## config.mk

```make
export PLATFORM = sky130hd
export DESIGN_NAME = cmdbus_frame_decoder
export DESIGN_NICKNAME = d
export VERILOG_FILES = /design/src/rtl/cfd_pkg.sv /design/src/rtl/cfd_seq_ctrl.sv /design/src/rtl/cfd_payload_asm.sv /design/src/rtl/cfd_result_stage.sv /design/src/rtl/cmdbus_frame_decoder.sv
export SDC_FILE = /design/constraint.sdc
export NUM_CORES = 1
export LEC_CHECK = 0
export ABC_AREA = 1
export BUFFER_PORTS_ARGS = -buffer_cell sky130_fd_sc_hd__buf_2
export CORE_ASPECT_RATIO = 2
export CORE_MARGIN = 5
export CORE_UTILIZATION = 45
export CTS_BUF_LIST = sky130_fd_sc_hd__clkbuf_16
export DETAILED_ROUTE_END_ITERATION = 10
export GPL_TIMING_DRIVEN = 0
export PLACE_DENSITY = 0.72
export RECOVER_POWER = 50
export SLEW_MARGIN = 5
export SYNTH_ARGS = -nofsm -noshare
export SYNTH_HDL_FRONTEND = slang
export SYNTH_SLANG_ARGS = --single-unit
```

## constraint.sdc

```tcl
create_clock -name clk -period 1.8 [get_ports clk]
set_input_delay 0.54 -clock clk [delete_from_list [all_inputs] [get_ports clk]]
set_output_delay 0.54 -clock clk [all_outputs]
set_load 0.01 [all_outputs]
```

## src/rtl/cfd_pkg.sv

```systemverilog
package cfd_pkg;
  localparam int NIB_W   = 4;
  localparam int MAX_PAY = 6;
  localparam int CNT_W   = $clog2(MAX_PAY + 1);
  localparam int IDX_W   = $clog2(MAX_PAY);
  localparam int PAY_W   = NIB_W * MAX_PAY;
  localparam int KIND_W  = 3;

  typedef enum logic [KIND_W-1:0] {
    K_NONE = 3'd0,
    K_WR   = 3'd1,
    K_RD   = 3'd2,
    K_MODE = 3'd3,
    K_CWW  = 3'd4,
    K_CWR  = 3'd5
  } cmd_kind_e;

  typedef enum logic [1:0] {
    PH_IDLE    = 2'd0,
    PH_COLLECT = 2'd1,
    PH_CHECK   = 2'd2
  } phase_e;

  function automatic cmd_kind_e op_kind(input logic [NIB_W-1:0] op);
    case (op)
      4'b1000: op_kind = K_WR;
      4'b1001: op_kind = K_RD;
      4'b1011: op_kind = K_MODE;
      4'b1100: op_kind = K_CWW;
      4'b1101: op_kind = K_CWR;
      default: op_kind = K_NONE;
    endcase
  endfunction

  function automatic logic [CNT_W-1:0] kind_len(input cmd_kind_e k);
    case (k)
      K_WR, K_RD: kind_len = CNT_W'(1);
      K_MODE:     kind_len = CNT_W'(6);
      K_CWW:      kind_len = CNT_W'(5);
      K_CWR:      kind_len = CNT_W'(4);
      default:    kind_len = '0;
    endcase
  endfunction

  // Idle and reserved codes: upper bit set, not a defined opcode.
  function automatic logic op_quiet(input logic [NIB_W-1:0] op);
    op_quiet = op[NIB_W-1] && (op_kind(op) == K_NONE);
  endfunction
endpackage

```

## src/rtl/cfd_seq_ctrl.sv

```systemverilog
module cfd_seq_ctrl
  import cfd_pkg::*;
(
  input  logic                 clk,
  input  logic                 rst_n,
  input  logic                 sync_clr,
  input  logic                 clk_en,
  input  logic [NIB_W-1:0]     nib,
  output logic                 start,
  output logic                 take,
  output logic                 check,
  output logic                 seq_bad,
  output logic [IDX_W-1:0]     idx,
  output cmd_kind_e            frame_kind
);
  phase_e           phase_q, phase_n;
  logic [CNT_W-1:0] rem_q, rem_n;
  logic [IDX_W-1:0] idx_q, idx_n;
  cmd_kind_e        kind_q, kind_n;
  cmd_kind_e        dec;

  assign dec = op_kind(nib);

  always_comb begin
    start   = clk_en && (phase_q == PH_IDLE) && (dec != K_NONE);
    seq_bad = clk_en && (phase_q == PH_IDLE) && (dec == K_NONE) && !op_quiet(nib);
    take    = clk_en && (phase_q == PH_COLLECT);
    check   = clk_en && (phase_q == PH_CHECK);
  end

  always_comb begin
    phase_n = phase_q;
    rem_n   = rem_q;
    idx_n   = idx_q;
    kind_n  = kind_q;
    if (sync_clr) begin
      phase_n = PH_IDLE;
      rem_n   = '0;
      idx_n   = '0;
      kind_n  = K_NONE;
    end else if (start) begin
      phase_n = PH_COLLECT;
      rem_n   = kind_len(dec);
      idx_n   = '0;
      kind_n  = dec;
    end else if (take) begin
      rem_n = rem_q - CNT_W'(1);
      idx_n = idx_q + IDX_W'(1);
      if (rem_q == CNT_W'(1)) phase_n = PH_CHECK;
    end else if (check) begin
      phase_n = PH_IDLE;
    end
  end

  always_ff @(posedge clk or negedge rst_n) begin
    if (!rst_n) begin
      phase_q <= PH_IDLE;
      rem_q   <= '0;
      idx_q   <= '0;
      kind_q  <= K_NONE;
    end else begin
      phase_q <= phase_n;
      rem_q   <= rem_n;
      idx_q   <= idx_n;
      kind_q  <= kind_n;
    end
  end

  assign idx        = idx_q;
  assign frame_kind = kind_q;


  freeze_chk: assert property (@(posedge clk) disable iff (!rst_n)
    (!clk_en && !sync_clr) |=> (phase_q == $past(phase_q)));


  clr_idle_chk: assert property (@(posedge clk) disable iff (!rst_n)
    sync_clr |=> (phase_q == PH_IDLE));


  idx_range_chk: assert property (@(posedge clk) disable iff (!rst_n)
    (phase_q == PH_COLLECT) |-> (int'(idx_q) < MAX_PAY));
endmodule

```

## src/rtl/cfd_payload_asm.sv

```systemverilog
module cfd_payload_asm
  import cfd_pkg::*;
(
  input  logic             clk,
  input  logic             rst_n,
  input  logic             sync_clr,
  input  logic             start,
  input  logic             take,
  input  logic [IDX_W-1:0] idx,
  input  logic [NIB_W-1:0] nib,
  output logic [PAY_W-1:0] payload,
  output logic [NIB_W-1:0] par_acc
);
  logic [NIB_W-1:0] slot_q [MAX_PAY];
  logic [NIB_W-1:0] par_q, par_n;

  for (genvar s = 0; s < MAX_PAY; s++) begin : g_slot
    logic [NIB_W-1:0] slot_n;
    always_comb begin
      slot_n = slot_q[s];
      if (sync_clr || start)                 slot_n = '0;
      else if (take && (idx == IDX_W'(s)))   slot_n = nib;
    end
    always_ff @(posedge clk or negedge rst_n) begin
      if (!rst_n) slot_q[s] <= '0;
      else        slot_q[s] <= slot_n;
    end
    assign payload[s*NIB_W +: NIB_W] = slot_q[s];
  end

  always_comb begin
    par_n = par_q;
    if (sync_clr)   par_n = '0;
    else if (start) par_n = nib;
    else if (take)  par_n = par_q ^ nib;
  end

  always_ff @(posedge clk or negedge rst_n) begin
    if (!rst_n) par_q <= '0;
    else        par_q <= par_n;
  end

  assign par_acc = par_q;


  clr_zero_chk: assert property (@(posedge clk) disable iff (!rst_n)
    sync_clr |=> (payload == '0 && par_acc == '0));


  fresh_frame_chk: assert property (@(posedge clk) disable iff (!rst_n)
    (start && !sync_clr) |=> (payload == '0));
endmodule

```

## src/rtl/cfd_result_stage.sv

```systemverilog
module cfd_result_stage
  import cfd_pkg::*;
(
  input  logic             clk,
  input  logic             rst_n,
  input  logic             sync_clr,
  input  logic             check,
  input  logic             seq_bad,
  input  logic [NIB_W-1:0] nib,
  input  logic [NIB_W-1:0] par_acc,
  input  cmd_kind_e        frame_kind,
  input  logic [PAY_W-1:0] frame_pay,
  output logic             vld,
  output logic             perr,
  output logic             serr,
  output cmd_kind_e        kind,
  output logic [PAY_W-1:0] pay
);
  logic             vld_q, vld_n, perr_q, perr_n, serr_q, serr_n;
  cmd_kind_e        kind_q, kind_n;
  logic [PAY_W-1:0] pay_q, pay_n;
  logic             par_ok;

  assign par_ok = (nib == par_acc);

  always_comb begin
    vld_n  = 1'b0;
    perr_n = 1'b0;
    serr_n = 1'b0;
    kind_n = kind_q;
    pay_n  = pay_q;
    if (sync_clr) begin
      kind_n = K_NONE;
      pay_n  = '0;
    end else begin
      serr_n = seq_bad;
      if (check) begin
        if (par_ok) begin
          vld_n  = 1'b1;
          kind_n = frame_kind;
          pay_n  = frame_pay;
        end else begin
          perr_n = 1'b1;
        end
      end
    end
  end

  always_ff @(posedge clk or negedge rst_n) begin
    if (!rst_n) begin
      vld_q  <= 1'b0;
      perr_q <= 1'b0;
      serr_q <= 1'b0;
      kind_q <= K_NONE;
      pay_q  <= '0;
    end else begin
      vld_q  <= vld_n;
      perr_q <= perr_n;
      serr_q <= serr_n;
      kind_q <= kind_n;
      pay_q  <= pay_n;
    end
  end

  assign vld  = vld_q;
  assign perr = perr_q;
  assign serr = serr_q;
  assign kind = kind_q;
  assign pay  = pay_q;


  vld_perr_excl_chk: assert property (@(posedge clk) disable iff (!rst_n)
    !(vld_q && perr_q));


  vld_pulse_chk: assert property (@(posedge clk) disable iff (!rst_n)
    vld_q |=> !vld_q);


  perr_hold_chk: assert property (@(posedge clk) disable iff (!rst_n)
    perr_q |-> (pay_q == $past(pay_q) && kind_q == $past(kind_q)));
endmodule

```

## src/rtl/cmdbus_frame_decoder.sv

```systemverilog
module cmdbus_frame_decoder
  import cfd_pkg::*;
(
  input  logic              clk,
  input  logic              rst_n,
  input  logic              sync_clr,
  input  logic              clk_en,
  input  logic [NIB_W-1:0]  cmd_nib,
  output logic              cmd_vld,
  output logic [KIND_W-1:0] cmd_kind,
  output logic [PAY_W-1:0]  cmd_payload,
  output logic              err_par,
  output logic              err_seq
);
  logic             start, take, check, seq_bad;
  logic [IDX_W-1:0] idx;
  cmd_kind_e        frame_kind, kind_out;
  logic [PAY_W-1:0] frame_pay;
  logic [NIB_W-1:0] par_acc;

  cfd_seq_ctrl u_ctrl (
    .clk        (clk),
    .rst_n      (rst_n),
    .sync_clr   (sync_clr),
    .clk_en     (clk_en),
    .nib        (cmd_nib),
    .start      (start),
    .take       (take),
    .check      (check),
    .seq_bad    (seq_bad),
    .idx        (idx),
    .frame_kind (frame_kind)
  );

  cfd_payload_asm u_pay (
    .clk      (clk),
    .rst_n    (rst_n),
    .sync_clr (sync_clr),
    .start    (start),
    .take     (take),
    .idx      (idx),
    .nib      (cmd_nib),
    .payload  (frame_pay),
    .par_acc  (par_acc)
  );

  cfd_result_stage u_res (
    .clk        (clk),
    .rst_n      (rst_n),
    .sync_clr   (sync_clr),
    .check      (check),
    .seq_bad    (seq_bad),
    .nib        (cmd_nib),
    .par_acc    (par_acc),
    .frame_kind (frame_kind),
    .frame_pay  (frame_pay),
    .vld        (cmd_vld),
    .perr       (err_par),
    .serr       (err_seq),
    .kind       (kind_out),
    .pay        (cmd_payload)
  );

  assign cmd_kind = kind_out;


  seq_src_chk: assert property (@(posedge clk) disable iff (!rst_n)
    err_seq |-> ($past(clk_en) && !$past(cmd_nib[NIB_W-1]) && !$past(sync_clr)));


  kind_range_chk: assert property (@(posedge clk) disable iff (!rst_n)
    cmd_vld |-> (cmd_kind != 3'd0 && cmd_kind <= 3'd5));
endmodule

```

==> summary.txt <==
Status
  • Status: finished clean

Route
  • Post-Route WL: roughly 7.4 mm
  • Avg Vias per Cell: around 5.1
  • WL per Instance: between 10 and 15 microns
  • Routed vias: between 2000 and 3000
  • # DRC: 0
  • Antenna Nets Post-Route: 0
  • First-pass DRT Iterations: 4
  • Iteration-0 DRC Markers: 169

GRT
  • Vias in the first global route: ~2600
  • Initial antenna violation count: 0
  • Largest net degree at the start of global routing: 70
  • First-pass GRT wire length: ~13 mm
  • Gr ovfl total: 0
  • Total GRT Usage: around 16%

Synth
  • Post-Syn Area: approximately 0.0036 sq mm
  • Ys async rst share: 100%
  • Syn_area_per_cell: just over 9 sq um
  • Sequential-to-total area share from yosys stat: 48.3%
  • Post-synth EDFFs: 0
  • Ys flop type: dfrtp_1
  • Mapped Nets: around 400
  • Synth cell types: 31
  • Synth Register Bits: 69
  • Yosys warning total: 0
  • Gate count after technology mapping: between 300 and 400

Die
  • Row count: 46
  • Die height: 136 microns
  • Die X: between 70 and 80 microns
  • I/O pin count: 38
  • Initial core utilization: 45.7%
  • Core ar.: around 0.0078 sq mm
  • Die Area: approximately 0.01 sq mm

Worst setup path
  • CP Launch Point: u_ctrl.phase_q[0]
  • Worst-path fanout max: 10
  • Worst r2r src: u_ctrl.phase_q[0]
  • Crit path launch type: flip-flop
  • CP endpoint kind: flip-flop
  • CP arrival: roughly 1800 ps
  • Worst reg2reg path depth: 6
  • Worst Path Required: a little over 2000 ps
  • Crit Path Class: reg -> reg

Final layout
  • Share of cells above drive strength 1: 26.4%
  • Antenna diode count: 0
  • Post-route cell area: about 0.0042 sq mm
  • P&R area growth vs syn: 17.6%
  • Nets: approximately 450

Timing
  • Fin crit share: 87.4%
  • WHS: roughly 370 ps
  • Max-slew violations: 0
  • Worst-Margin Slew: slightly above 900 ps
  • Worst slew margin: between 30% and 40%
  • RSZ-0062 raised after global routing: false
  • Setup violators final: 0
  • Final hold violations: 0
  • Fmax: between 600 and 700 MHz
  • Setup Skew: 5.75 ps
  • Tmin final: 1570 ps

Pwr
  • Comb power frac: between 10% and 20%
  • Clock network power share: between 50% and 60%
  • Pwr per Cell Area: about 990 mW/mm^2
  • Seq pwr share: 38.9%
  • Pint: 3.22 mW
  • Switch Pwr: 0.965 mW
  • Peak VDD IR: between 0.6 and 0.7 mV
  • Leakage power: between 2 and 2.5 nW
  • Switching power share of the total: between 20% and 30%

Min path
  • Hold WC Path Type: in -> async

CTS
  • Clock-pin slew on the worst setup and hold paths: around 60 ps
  • Skew-Pair Late Insertion Delay: about 330 ps
  • Total setup buffers inserted after CTS: 0
  • CTS tree: yes
  • Post-CTS Hold Fix Bufs: 0
  • Clock Path Buffers: 2
  • Post-CTS Resized: 0
  • TritonCTS buffer count: 9
  • H-tree Lvls: 3
  • Clock sinks: 69
  • Root Buffer Master: clkbuf_16

Placement
  • Final HPWL DP: 5.34 mm
  • Final GP Congestion: around 0.86
  • Placed Area: 0.00387 sq mm
  • Port Buf Inserts: 34

Job
  • Max Cap Viol: 0
-- metrics by stage --
step / setup slack [ps] / utilization [%] / TNS, ps / instances / total power [mW]
6_report: 226 / 53.7 / 0 / 535 / 4.18
5_1_grt: 127 / 53.7 / 0 / 535 / 4.35
4_1_cts: 239 / 54.1 / 0 / 535 / 4.24
3_5_place_dp: 83.4 / 49.4 / 0 / 519 / 2.09
3_3_place_gp: -148 / 49.4 / -10010 / 519 / 2.09
2_1_floorplan: 290 / - / 0 / 389 / 1.98
-- cells in the mapped netlist (3+ instances only) --
master | instances | area share, %
nand2_1 | 134 | 14
nor2_1 | 6 | 0.63
ha_1 | 7 | 2.4
inv_1 | 21 | 2.2
nor2_2 | 7 | 1.2
nand4_1 | 16 | 2.8
nand2_2 | 5 | 0.87
buf_6 | 7 | 2.2
o21ai_1 | 3 | 0.42
buf_4 | 6 | 1.3
nor2_4 | 6 | 1.9
inv_2 | 4 | 0.42
nor3_2 | 4 | 1.1
nand3_1 | 46 | 6.4
dfrtp_1 | 69 | 48
nor3_1 | 3 | 0.42
nand3_2 | 25 | 7.0
-- critical path: stages, from the launching register on --
cell and delay [ps]:
dfrtp_1 450, inv_1 90, nand3_2 130, nor2_2 390, buf_4 250, nand3_1 100, nand2_1 90
-- cell families after synthesis --
group / share of synthesized area (%)
compound gates: 1.05
xor+xnor: 0.945
fa+ha+maj: 2.45
buf+inv: 6.75
flops: 48.3
simple gates: 40.5
-- routing by layer --
metal	wire, microns	up-vias	global-route usage (%)	share of wire, %
met2	3810	62	26.6	51
met3	385	12	4.07	5.2
li1	-	1357	-	-
met5	0	-	0	0
met1	3090	1301	20.9	42
met4	131	0	6.37	1.8
-- power by group through the flow --
stage               logic (mW)  clock network [mW]  registers, mW
floorplan                0.330                   0           1.65
global placement         0.434                   0           1.65
detailed placement       0.437                   0           1.65
CTS                      0.441                2.18           1.63
global route             0.483                2.24           1.63
finish                   0.422                2.13           1.63
-- final cells by class --
type                            instances  area [sq um]
Inverter                               26           100
Clock inverter                          7           138
Multi-Input combinational cell        277          1600
Clock buffer                            9           225
Fill cell                             760          3620
Timing Repair Buffer                   34           159
Tap cell                               96           120
Sequential cell                        69          1730
Buffer                                 17           141
-- path summary, 6_finish.rpt --
path	slack, ps	endpoint
max	230	u_res.pay[23]
min	370	u_res.pay[11]
max reg2reg	230	u_res.pay[23]
min reg2reg	480	u_pay.payload[9]
max in group asynchronous	850	u_res.kind[2]
min in group clk	480	u_pay.payload[9]
-- cells in the final DEF (no fill, tap or decap), types with 2 or more instances in the layout --
| cell | count |
|---|---|
| buf_4 | 6 |
| nand3_1 | 46 |
| ha_1 | 7 |
| nor2_2 | 8 |
| dfrtp_1 | 69 |
| nand3_4 | 2 |
| nand4_1 | 16 |
| nand3_2 | 25 |
| nand2_8 | 2 |
| inv_2 | 4 |
| nand2_2 | 5 |
| o21ai_1 | 3 |
| buf_2 | 24 |
| buf_6 | 7 |
| nor3_2 | 4 |
| inv_1 | 21 |
| bufinv_16 | 4 |
| clkbuf_16 | 9 |
| xor2_1 | 2 |
| nand2_1 | 134 |
| nor2_4 | 6 |
| nand2_4 | 2 |
| clkbuf_1 | 12 |
| nor3_1 | 3 |
| nor2_1 | 6 |
| o21ai_0 | 2 |
-- sequential cells by signal (all words and copies together) (netlist names) --
signal             cells
u_res.vld              1
u_res.perr             1
u_pay.par_acc          4
u_ctrl.phase_q         2
u_ctrl.idx             3
u_pay.payload         24
u_res.pay             24
u_res.kind             3
u_ctrl.rem_q           3
u_ctrl.frame_kind      3
u_res.serr             1
Power figures use the tool's default switching activity.
